### src/rtl/cube_turner_pkg.sv
package cube_turner_pkg;

  function automatic int cnt_width(input int n);
    return (n > 1) ? $clog2(n) : 1;
  endfunction

  typedef enum logic [0:0] {
    BANK_A = 1'b0,
    BANK_B = 1'b1
  } bank_t;

endpackage

### src/rtl/cube_wr_seq.sv
module cube_wr_seq
  import cube_turner_pkg::*;
#(
  parameter int CHANS = 3,
  parameter int SIGS  = 2,
  parameter int TSAMP = 4,
  localparam int BLK  = CHANS * SIGS * TSAMP,
  localparam int AW   = cnt_width(BLK)
) (
  input  logic          clk,
  input  logic          rst_n,
  input  logic          adv,
  output logic [AW-1:0] addr,
  output logic          at_end
);
  localparam int CW = cnt_width(CHANS);
  localparam int SW = cnt_width(SIGS);
  localparam int TW = cnt_width(TSAMP);

  logic [CW-1:0] c_q;
  logic [SW-1:0] s_q;
  logic [TW-1:0] t_q;
  logic s_wrap, c_wrap, t_wrap;

  assign s_wrap = (int'(s_q) == SIGS - 1);
  assign c_wrap = (int'(c_q) == CHANS - 1);
  assign t_wrap = (int'(t_q) == TSAMP - 1);
  assign at_end = s_wrap && c_wrap && t_wrap;

  // time outermost, signal innermost
  always_ff @(posedge clk) begin
    if (!rst_n) begin
      c_q <= '0;
      s_q <= '0;
      t_q <= '0;
    end else if (adv) begin
      if (s_wrap) begin
        s_q <= '0;
        if (c_wrap) begin
          c_q <= '0;
          t_q <= t_wrap ? '0 : t_q + 1'b1;
        end else begin
          c_q <= c_q + 1'b1;
        end
      end else begin
        s_q <= s_q + 1'b1;
      end
    end
  end

  assign addr = AW'(int'(t_q) * CHANS * SIGS + int'(c_q) * SIGS + int'(s_q));

endmodule

### src/rtl/cube_rd_seq.sv
module cube_rd_seq
  import cube_turner_pkg::*;
#(
  parameter int CHANS = 3,
  parameter int SIGS  = 2,
  parameter int TSAMP = 4,
  localparam int BLK  = CHANS * SIGS * TSAMP,
  localparam int AW   = cnt_width(BLK)
) (
  input  logic          clk,
  input  logic          rst_n,
  input  logic          adv,
  output logic [AW-1:0] addr,
  output logic          at_start,
  output logic          at_end
);
  localparam int CW = cnt_width(CHANS);
  localparam int SW = cnt_width(SIGS);
  localparam int TW = cnt_width(TSAMP);

  logic [CW-1:0] c_q;
  logic [SW-1:0] s_q;
  logic [TW-1:0] t_q;
  logic t_wrap, s_wrap, c_wrap;

  assign t_wrap   = (int'(t_q) == TSAMP - 1);
  assign s_wrap   = (int'(s_q) == SIGS - 1);
  assign c_wrap   = (int'(c_q) == CHANS - 1);
  assign at_end   = t_wrap && s_wrap && c_wrap;
  assign at_start = (c_q == '0) && (s_q == '0) && (t_q == '0);

  // channel outermost, time innermost
  always_ff @(posedge clk) begin
    if (!rst_n) begin
      c_q <= '0;
      s_q <= '0;
      t_q <= '0;
    end else if (adv) begin
      if (t_wrap) begin
        t_q <= '0;
        if (s_wrap) begin
          s_q <= '0;
          c_q <= c_wrap ? '0 : c_q + 1'b1;
        end else begin
          s_q <= s_q + 1'b1;
        end
      end else begin
        t_q <= t_q + 1'b1;
      end
    end
  end

  assign addr = AW'(int'(t_q) * CHANS * SIGS + int'(c_q) * SIGS + int'(s_q));

endmodule

### src/rtl/cube_bank_mem.sv
module cube_bank_mem
  import cube_turner_pkg::*;
#(
  parameter int DW    = 16,
  parameter int DEPTH = 24,
  localparam int AW   = cnt_width(DEPTH)
) (
  input  logic          clk,
  input  logic          we,
  input  bank_t         wbank,
  input  logic [AW-1:0] waddr,
  input  logic [DW-1:0] wdata,
  input  bank_t         rbank,
  input  logic [AW-1:0] raddr,
  output logic [DW-1:0] rdata
);
  logic [DW-1:0] rd_word [2];

  for (genvar b = 0; b < 2; b++) begin : g_bank
    logic [DW-1:0] store [DEPTH];

    always_ff @(posedge clk) begin
      if (we && (int'(wbank) == b)) store[waddr] <= wdata;
    end

    assign rd_word[b] = store[raddr];
  end

  assign rdata = rd_word[int'(rbank)];

endmodule

### src/rtl/cube_swap_ctl.sv
module cube_swap_ctl
  import cube_turner_pkg::*;
(
  input  logic  clk,
  input  logic  rst_n,
  input  logic  wr_done,
  input  logic  rd_done,
  output bank_t wr_bank,
  output bank_t rd_bank,
  output logic  wr_full,
  output logic  rd_busy
);
  logic swap;

  assign swap = wr_full && !rd_busy;

  always_ff @(posedge clk) begin
    if (!rst_n) begin
      wr_bank <= BANK_A;
      rd_bank <= BANK_B;
      wr_full <= 1'b0;
      rd_busy <= 1'b0;
    end else if (swap) begin
      rd_bank <= wr_bank;
      wr_bank <= (wr_bank == BANK_A) ? BANK_B : BANK_A;
      wr_full <= 1'b0;
      rd_busy <= 1'b1;
    end else begin
      if (wr_done) wr_full <= 1'b1;
      if (rd_done) rd_busy <= 1'b0;
    end
  end

endmodule

### src/rtl/cube_turner.sv
module cube_turner
  import cube_turner_pkg::*;
#(
  parameter int DW    = 16,
  parameter int CHANS = 3,
  parameter int SIGS  = 2,
  parameter int TSAMP = 4
) (
  input  logic          clk,
  input  logic          rst_n,
  input  logic          in_valid,
  output logic          in_ready,
  input  logic [DW-1:0] in_data,
  output logic          out_valid,
  input  logic          out_ready,
  output logic [DW-1:0] out_data,
  output logic          out_first,
  output logic          out_last
);
  localparam int BLK = CHANS * SIGS * TSAMP;
  localparam int AW  = cnt_width(BLK);

  logic          in_hs, out_hs;
  logic [AW-1:0] waddr, raddr;
  logic          w_end, r_end, r_start;
  bank_t         wr_bank, rd_bank;
  logic          wr_full, rd_busy;

  assign in_ready  = !wr_full;
  assign in_hs     = in_valid && in_ready;
  assign out_valid = rd_busy;
  assign out_hs    = out_valid && out_ready;

  cube_wr_seq #(.CHANS(CHANS), .SIGS(SIGS), .TSAMP(TSAMP)) wr_i (
    .clk(clk), .rst_n(rst_n), .adv(in_hs), .addr(waddr), .at_end(w_end)
  );

  cube_rd_seq #(.CHANS(CHANS), .SIGS(SIGS), .TSAMP(TSAMP)) rd_i (
    .clk(clk), .rst_n(rst_n), .adv(out_hs), .addr(raddr),
    .at_start(r_start), .at_end(r_end)
  );

  cube_swap_ctl ctl_i (
    .clk(clk), .rst_n(rst_n),
    .wr_done(in_hs && w_end), .rd_done(out_hs && r_end),
    .wr_bank(wr_bank), .rd_bank(rd_bank),
    .wr_full(wr_full), .rd_busy(rd_busy)
  );

  cube_bank_mem #(.DW(DW), .DEPTH(BLK)) mem_i (
    .clk(clk), .we(in_hs), .wbank(wr_bank), .waddr(waddr), .wdata(in_data),
    .rbank(rd_bank), .raddr(raddr), .rdata(out_data)
  );

  assign out_first = rd_busy && r_start;
  assign out_last  = rd_busy && r_end;

endmodule

### config.mk
export PLATFORM = sky130hd
export DESIGN_NAME = cube_turner
export DESIGN_NICKNAME = d
export VERILOG_FILES = /design/src/rtl/cube_turner_pkg.sv /design/src/rtl/cube_wr_seq.sv /design/src/rtl/cube_rd_seq.sv /design/src/rtl/cube_bank_mem.sv /design/src/rtl/cube_swap_ctl.sv /design/src/rtl/cube_turner.sv
export SDC_FILE = /design/constraint.sdc
export NUM_CORES = 1
export LEC_CHECK = 0
export ABC_AREA = 0
export BUFFER_PORTS_ARGS = -buffer_cell sky130_fd_sc_hd__buf_2
export CORE_ASPECT_RATIO = 1.1
export CORE_MARGIN = 2
export CORE_UTILIZATION = 37
export CTS_CLUSTER_DIAMETER = 150
export CTS_CLUSTER_SIZE = 14
export DETAILED_ROUTE_END_ITERATION = 7
export GPL_ROUTABILITY_DRIVEN = 0
export SETUP_SLACK_MARGIN = 0.2
export SLEW_MARGIN = 10
export SYNTH_ARGS = -nofsm -noshare
export SYNTH_HDL_FRONTEND = slang
export SYNTH_SLANG_ARGS = --single-unit
### constraint.sdc
create_clock -name clk -period 3.7 [get_ports clk]
set_clock_uncertainty 0.1 [all_clocks]
set_input_delay 0.185 -clock clk [delete_from_list [all_inputs] [get_ports clk]]
set_output_delay 0.185 -clock clk [all_outputs]
set_load 0.03 [all_outputs]
==> results.cfg, run 1 <==
[yosys]
ys_seq_area_frac = 0.764
synthAdderAreaFrac = 0.00499
synth-main-ff-cell = edfxtp_1
synth.area.mux_share = 0.164
avgSynthCellArea_um2 = 21.6
synth_area_um2 = 30600
synth_edf_count = 768
synth_compound_area_frac = 0.0226
yosysWarnings = 0
synth_xor_area_frac = 0.00254
yosys.area_share.simple = 0.0274
synth_top_family_by_area = multiplexers
syn-instance-count = 1415
synth.distinct_cells = 48
async_flop_share = 0
synth-seq-cells = 782
syn_nets = 1446

[clock_network]
numCtsBuffers = 61
clockBufferDepth = 3
cts_sinks = 782
cts-root-buf = clkbuf_16
clk_pin_slew_ps = 70
htree_levels = 2
insertion_delay_ps = 650
cts_tree = yes

[setup_path]
critPathMaxFanout = 6
criticalPathCategory = reg2out
rrSetupSlack_ps = 540
endpoint_kind = output pin
cp-start-kind = flip-flop
rr_startpoint = wr_i.t_q[0]$_SDFFE_PN0P_
required_ps = 3410
crit_start = rd_i.t_q[1]$_SDFFE_PN0P_
cp.arrival_ps = 3630

[sta]
setup_viol = 16
slew_violations = 0
rsz0062_at_grt = true
fin_crit_sh = 1.06
hold_violations = 0
maxSlewHeadroom = 0.238
finalSetupTns_ps = -2040
fmax_ghz = 0.256
tightest_slew_ps = 1140
whs_ps = 144
layout_min_cycle_time_ps = 3910
postLayoutSetupSlackWorst_ps = -213

[floorplanning]
die_x_um = 278
std_cell_rows = 110
chipHeight_um = 305
die-area_um2 = 84900
core_area_um2 = 81900
pin_count = 40
initial_utilization = 0.373

[grt]
grt_usage = 0.174
grt_max_degree = 83
grt_pass1_wl_mm = 107
grt_overflow = 0
antenna_found_initial = 2
grt_pass1_vias = 14997

[layout]
diodes = 0
drive_gt1_frac = 0.295
final_core_util = 0.425
nNetsFinal = 1579
stdcell_count = 2641
syn_to_final_growth_pct = 13.8

[route]
drtAntennaViolNets = 0
dr.pass1.iters = 7
drc = 0
drt_iter0_markers = 1577
vias = 14795
avgRoutedWirePerCell_um = 27.9
wirelength_mm = 73.6
routed_via_density = 5.60

[power]
powerDensity_nw_per_um2 = 460
power.leakage_nw = 10.5
total_power_mw = 16.0
ir_drop_uv = 371

[run]
max_cap_violations = 0

[placement]
place.port_buffers = 39
dp.cells = 2533
dp_hpwl_mm = 43.3

[worst_hold_path]
hp-start = in_data[4]
worstHoldPathType = in2reg

[run_status]
violations = negative setup slack
status = finished, violations left
-- final timing paths --
kind | end | depth (start not counted)
min reg2reg | wr_i.t_q[1]$_SDFFE_PN0P_ | 1
min | mem_i.g_bank[1].store[23][4]$_DFFE_PP_ | 1
max reg2reg | mem_i.g_bank[1].store[10][13]$_DFFE_PP_ | 10
max | out_data[1] | 11
-- per-layer routing --
| layer | GRT usage | routed length (um) | vias to the layer above | part of all wire |
|---|---|---|---|---|
| li1 | - | - | 6126 | - |
| met1 | 0.245 | 31200 | 8096 | 0.42 |
| met2 | 0.284 | 36100 | 476 | 0.49 |
| met3 | 0.0303 | 4690 | 97 | 0.064 |
| met4 | 0.0393 | 1600 | 0 | 0.022 |
| met5 | 0 | 0 | - | 0 |
-- cell families (layout without fill, tap and decap cells) --
logic type                 count (synthesis)  count (layout)
adders and majority gates                 11              11
xor gates and xnor gates                   8               8
DFF                                      782             782
buffers and inverters                     84             246
muxes                                    247             247
and+or+nand+nor                          197             197
AOI/OAI and AO/OA                         86              86
-- worst max-delay path, stage by stage, from the launching register on --
cell,delay (ps)
dfxtp_2,350
inv_2,50
ha_4,240
fa_4,510
xor2_4,180
buf_6,160
buf_12,140
mux4_2,220
mux2i_2,90
a221o_1,390
a221oi_2,400
buf_4,240
-- cells in the mapped netlist (2+ instances only) --
cell      instances  share of area
a221o_1           9         0.0029
buf_1             3        0.00037
o21ai_0          13         0.0021
xor2_1            3        0.00086
a32o_1           12         0.0039
nand2b_1          2        0.00041
and3_1            4        0.00082
nand3_1          18         0.0029
buf_2            31         0.0051
xnor2_1           4         0.0011
nor2_1           60         0.0074
o22ai_1           4        0.00082
and2_1            4        0.00082
mux2i_1          39          0.013
ha_1              9         0.0037
o31ai_1           3        0.00074
edfxtp_1        768           0.75
a211oi_1          9         0.0022
a221oi_2          9         0.0044
mux2_2            7         0.0026
clkbuf_1         19         0.0023
mux4_2          198           0.15
inv_1             9         0.0011
o21a_1            2        0.00049
nand2_1          89          0.011
fa_1              2         0.0013
nor3_1            4        0.00065
a21oi_1          18         0.0029
or3_1             2        0.00041
dfxtp_1          14         0.0092
nor2b_1           8         0.0016
mux4_1            3         0.0026
buf_6             7         0.0026
buf_4            15         0.0037
-- through the flow --
stage	setup WS (ps)	cell area [um2]
finish	-213	34800
global route	-268	34800
CTS	-184	34700
detailed placement	49.6	32500
global placement	21.4	32500
floorplan	290	30600
-- flip-flops by register name, indices dropped and copies added, names as in the netlist --
| register | flops |
|---|---|
| ctl_i.wr_bank | 1 |
| wr_i.t_q | 2 |
| wr_i.c_q | 2 |
| rd_i.t_q | 2 |
| rd_i.c_q | 2 |
| ctl_i.wr_full | 1 |
| ctl_i.rd_busy | 1 |
| rd_i.s_q | 1 |
| wr_i.s_q | 1 |
| mem_i.g_bank.store | 768 |
| ctl_i.rd_bank | 1 |
-- power breakdown --
part / switching [mW] / internal, mW / total [mW]
sequential: 0.00656 / 9.75 / 9.76
clock: 2.94 / 3.04 / 5.98
combinational: 0.228 / 0.0443 / 0.272
-- what timing repair did --
action / in CTS / in global routing
buffers inserted: 8 / 0
gates resized for setup: 80 / 6
endpoints found under the setup margin: 16 / 16
endpoints found under the hold margin: 14 / 0
hold buffers: 3 / 0
gates cloned: 4 / 1
pin swaps: 23 / 4
-- area by class of cell --
class,count,area [um2]
fill,7036,47100
sequential,782,23300
multi-input combinational,549,7060
clock buffer,89,1640
timing repair buffer,145,1350
tap,1064,1330
clock inverter,3,37.5
inverter,9,33.8
-- layout by cell type (no fill, tap or decap), drive strengths merged, types with 2 or more instances in the layout --
| cell | instances |
|---|---|
| nor2 | 61 |
| dlygate4sd3 | 3 |
| xnor2 | 4 |
| nor3 | 4 |
| dfxtp | 14 |
| a221oi | 9 |
| xor2 | 4 |
| or3 | 2 |
| mux4 | 201 |
| a221o | 9 |
| edfxtp | 768 |
| inv | 12 |
| mux2 | 7 |
| fa | 2 |
| ha | 9 |
| nand3 | 18 |
| clkbuf | 90 |
| o21a | 2 |
| nand2b | 2 |
| nand2 | 89 |
| and2 | 4 |
| o31ai | 3 |
| and3 | 4 |
| o22ai | 4 |
| buf | 141 |
| nor2b | 8 |
| a211oi | 9 |
| a21oi | 18 |
| o21ai | 13 |
| a32o | 12 |
| mux2i | 39 |
No activity file was read; power rests on OpenSTA's default activity.
==> inputs of run 2 (changes only) <==
- clock period: 3.7 -> 3.2 ns (I/O delays scaled with it)
==> run 2 against run 1 <==
Against the previous run: the run still ends with negative setup slack left; cell count up 0.76%; global-route usage up 0.23 points; die area unchanged; core utilization is 0.84 points higher; cell area up 2.0%; register-to-register slack got worse by 170 ps; setup slack worse by 460 ps; flip-flop and latch count unchanged; non-clock buffer count is 35 higher; clock power increased by 14%; power rose by 15%; critical endpoint is now out_data[15].
==> results.cfg, run 2 (same netlist as run 1, synthesis figures left out) <==
[layout]
top_register = mem_i.g_bank.store
final_core_util = 0.433
layout_commonest_cell = edfxtp_1
nNetsFinal = 1614
drive_gt1_frac = 0.322
syn_to_final_growth_pct = 16.1
layout_common_cells = edfxtp_1 (768), mux4_2 (199), nand2_1 (86), buf_4 (85), clkbuf_16 (63)
multiInputGateArea_um2 = 7230
diodes = 0
n_fill_cell = 6859
seq_area_um2 = 23400
largest_register_ffs = 768

[floorplanning]
pin_count = 40
chipHeight_um = 305
core_area_um2 = 81900
initial_utilization = 0.373
die-area_um2 = 84900
die_x_um = 278
std_cell_rows = 110

[power]
ir_drop_uv = 391
power.leakage_nw = 10.8
total_power_mw = 18.4
powerDensity_nw_per_um2 = 518

[run_status]
status = finished, violations left
violations = negative setup slack

[sta]
postLayoutSetupSlackWorst_ps = -675
maxSlewHeadroom = 0.262
fmax_ghz = 0.258
fin_crit_sh = 1.21
rsz0062_at_grt = true
tightest_slew_ps = 1110
whs_ps = 116
layout_min_cycle_time_ps = 3880
setup_viol = 16
hold_violations = 0
slew_violations = 0

[route]
drtAntennaViolNets = 0
wirelength_mm = 74.5
drt_iter0_markers = 1382
avgRoutedWirePerCell_um = 28.0
wl_met2_mm = 36.8
vias = 14688
top_layer = met4
dr.pass1.iters = 5
drc = 0
wl_met3_mm = 4.08
routed_via_density = 5.52
wl_met1_mm = 31.6

[grt]
grt_overflow = 0
grt_usage = 0.176
antenna_found_initial = 0
grt_pass1_vias = 15172
grt_pass1_wl_mm = 109
grt_max_degree = 49

[setup_path]
critPathMaxFanout = 7
endpoint_kind = output pin
required_ps = 2940
cp.arrival_ps = 3620
cp-start-kind = flip-flop
criticalPathCategory = reg2out

[run]
max_cap_violations = 0

[worst_hold_path]
worstHoldPathType = in2reg

[placement]
dpl_worst_slack_ps = -188
place.port_buffers = 39
dp_hpwl_mm = 45.7

[clock_network]
insertion_delay_ps = 640
htree_levels = 2
cts-root-buf = clkbuf_16
clk_pin_slew_ps = 70
clockBufferDepth = 3
cts_sinks = 782
numCtsBuffers = 61
cts_tree = yes
==> run 2: cell types whose count changed in the layout (fill, tap and decap cells not counted), moves of 7 or more <==
cell	before	now
buf_6	14	29
clkbuf_1	27	12
buf_12	13	35
mux2i_4	0	7
mux2i_2	14	5
nor2_1	60	53
==> run 2: critical path, stage by stage (launching register included) <==
cell and delay, ps:
dfxtp_2 330, inv_2 40, ha_4 240, fa_4 520, xor2_4 250, clkbuf_16 220
mux4_2 210, mux2i_4 80, a221o_1 410, a221oi_4 470, buf_6 190
==> run 2: layer usage <==
layer	vias up	track usage
li1	6188	-
met4	0	0.0514
met3	96	0.0221
met5	-	0
met1	7937	0.249
met2	467	0.289
==> run 2: repair_timing <==
action | 4_1_cts | 5_1_grt
hold buffers | 4 | 0
gates cloned | 1 | 0
pin swaps | 25 | 1
buffers inserted | 9 | 0
gates resized for setup | 76 | 41
endpoints found under the setup margin | 16 | 616
endpoints found under the hold margin | 14 | 0
==> run 2: per-stage QoR <==
step | std cells | instance area [um2] | setup TNS [ps]
after floorplan | 1415 | 30800 | 0
after global placement | 2570 | 33300 | -1590
after detailed placement | 2570 | 33300 | -1870
after CTS | 2661 | 35300 | -9780
after global routing | 2661 | 35500 | -10480
final | 2661 | 35500 | -8990
==> run 2: cell type report <==
| type | instances | share of cell area |
|---|---|---|
| Clock buffer | 74 | 0.0450 |
| Timing Repair Buffer | 180 | 0.0536 |
| Inverter | 9 | 0.000952 |
| Multi-Input combinational cell | 549 | 0.204 |
| Clock inverter | 3 | 0.00113 |
| Sequential cell | 782 | 0.658 |
| Tap cell | 1064 | 0.0375 |
==> run 2: report_power, final <==
part	switching [mW]	leakage, nW	internal [mW]
sequential	0.00784	7.03	11.3
clock	3.34	0.796	3.47
combinational	0.250	2.94	0.0549
==> run 2: worst paths after layout <==
path / start / endpoint / slack [ps] / cells past startpoint
max: rd_i.t_q[1]$_SDFFE_PN0P_ / out_data[15] / -680 / 10
min: in_data[8] / mem_i.g_bank[1].store[17][8]$_DFFE_PP_ / 120 / 1
max reg2reg: wr_i.t_q[0]$_SDFFE_PN0P_ / mem_i.g_bank[0].store[10][12]$_DFFE_PP_ / 370 / 10
min reg2reg: wr_i.t_q[1]$_SDFFE_PN0P_ / wr_i.t_q[1]$_SDFFE_PN0P_ / 440 / 1
==> inputs of run 3 (changes only) <==
- CORE_MARGIN: 2 -> unset
- REMOVE_ABC_BUFFERS: unset -> 1
==> run 3 against run 2 <==
Against the previous run: the flow still finishes with violations (negative setup slack); routed wire length fell by 2.0%; cell count rose by 1.1%; cell area rose by 0.84%; first-iteration DRC count rose by 4.5%; global-route usage barely moved; setup slack barely moved; critical path depth rose by 2; combinational power rose by 2%; critical endpoint unchanged; largest cell class unchanged; largest power group unchanged.
==> results.cfg, run 3 (same netlist as run 1, synthesis figures left out) <==
[run_status]
status = finished, violations left
violations = negative setup slack

[clock_network]
cts_sinks = 782
insertion_delay_ps = 640
cts_tree = yes
htree_levels = 2
numCtsBuffers = 61
clockBufferDepth = 3
clk_pin_slew_ps = 70
cts-root-buf = clkbuf_16

[setup_path]
criticalPathCategory = reg2out
critPathMaxFanout = 8
required_ps = 2940
endpoint_kind = output pin
cp-start-kind = flip-flop
cp.arrival_ps = 3620
rrSetupSlack_ps = 350

[layout]
nNetsFinal = 1645
drive_gt1_frac = 0.336
finalInstanceArea_um2 = 35800
layout_common_cells = edfxtp_1 (768), mux4_2 (200), buf_4 (98), nand2_1 (87), clkbuf_16 (62)
diodes = 0
syn_to_final_growth_pct = 17.0
stdcell_count = 2690
n_fill_cell = 6972
largest_register_ffs = 768
layout_commonest_cell = edfxtp_1
top_register = mem_i.g_bank.store

[grt]
grt_pass1_vias = 15122
grt_max_degree = 49
grt_pass1_wl_mm = 106
grt_overflow = 0
antenna_found_initial = 4
grt_usage = 0.176

[floorplanning]
pin_count = 40
core_area_um2 = 81800
std_cell_rows = 110
die-area_um2 = 83800
chipHeight_um = 303
initial_utilization = 0.374
die_x_um = 276

[route]
routed_via_density = 5.48
drtAntennaViolNets = 0
wirelength_mm = 73.0
avgRoutedWirePerCell_um = 27.1
drt_iter0_markers = 1444
vias = 14734
drc = 0
dr.pass1.iters = 5

[sta]
fin_crit_sh = 1.21
rsz0062_at_grt = true
tightest_slew_ps = 1140
setup_viol = 16
layout_min_cycle_time_ps = 3880
fmax_ghz = 0.258
postLayoutSetupSlackWorst_ps = -675
hold_violations = 0
maxSlewHeadroom = 0.238
slew_violations = 0

[placement]
dp_hpwl_mm = 45.3
dp.cells = 2597
place.port_buffers = 39
dpl_cell_area_um2 = 33400

[worst_hold_path]
worstHoldPathType = in2reg

[power]
power.leakage_nw = 11.0
powerDensity_nw_per_um2 = 512
ir_drop_uv = 444

[run]
max_cap_violations = 0
## run 3: changes by cell type in the layout (fill, tap and decap cells not counted), moves of 3 or more
cell,delta
buf_6,+5
nor2_2,+4
o22ai_2,-3
buf_12,+11
buf_4,+13
a221oi_4,-8
a221oi_2,+8
## run 3: final timing paths
| path | start | endpoint | cells after the start |
|---|---|---|---|
| max reg2reg | wr_i.t_q[0]$_SDFFE_PN0P_ | mem_i.g_bank[1].store[16][10]$_DFFE_PP_ | 7 |
| min | in_data[5] | mem_i.g_bank[1].store[16][5]$_DFFE_PP_ | 1 |
| max | rd_i.t_q[1]$_SDFFE_PN0P_ | out_data[15] | 12 |
| min reg2reg | ctl_i.wr_full$_SDFFE_PP0P_ | ctl_i.rd_busy$_SDFFE_PN0P_ | 1 |
## run 3: layout make-up
class	instances	area, um2	share of cell area
flip-flops and latches	782	23300	0.653
multi-input cells	549	7120	0.199
repair buffers	211	2340	0.0653
clock buffers	72	1570	0.0438
well taps	1064	1330	0.0372
clock inverters	3	43.8	0.00122
inverters	9	33.8	0.000944
## run 3: worst max-delay path: stages, from the launching register on
cell	delay, ps
dfxtp_2	340
inv_2	40
ha_4	250
fa_4	520
xor2_4	250
buf_6	140
buf_12	130
mux4_2	220
mux2i_4	90
a221o_1	390
a221oi_4	330
buf_4	160
buf_6	120
## run 3: repair_timing
action / CTS / global route
endpoints found under the hold margin: 14 / 0
hold buffers: 3 / 0
cloned: 3 / 2
buffers inserted: 7 / 3
resized for setup: 89 / 47
setup endpoints to repair: 259 / 684
pin swaps: 20 / 11
## run 3: per-layer routing
layer,GRT usage,vias up,part of all wire,routed length (um)
li1,-,6259,-,-
met1,0.234,7943,0.42,30800
met2,0.299,440,0.50,36500
met3,0.0309,88,0.054,3980
met4,0.0479,4,0.023,1690
met5,0,-,0.00034,25
## run 3: stage by stage
| stage | setup WS (ps) | hold slack (ps) | TNS (ps) | power [mW] | utilization |
|---|---|---|---|---|---|
| after global placement | -219 | 370 | -2200 | 11.8 | 0.409 |
| after floorplan | -5910 | 132 | -121850 | 11.6 | - |
| after CTS | -722 | 112 | -10340 | 18.5 | 0.435 |
| final | -675 | 131 | -9590 | 18.3 | 0.438 |
| after global routing | -749 | 166 | -11130 | 18.8 | 0.438 |
| after detailed placement | -275 | 378 | -2830 | 11.8 | 0.409 |
## run 3: report_power, final
group	internal, mW	switching, mW
Combinational	0.0578	0.254
Sequential	11.3	0.00808
Clock	3.42	3.33
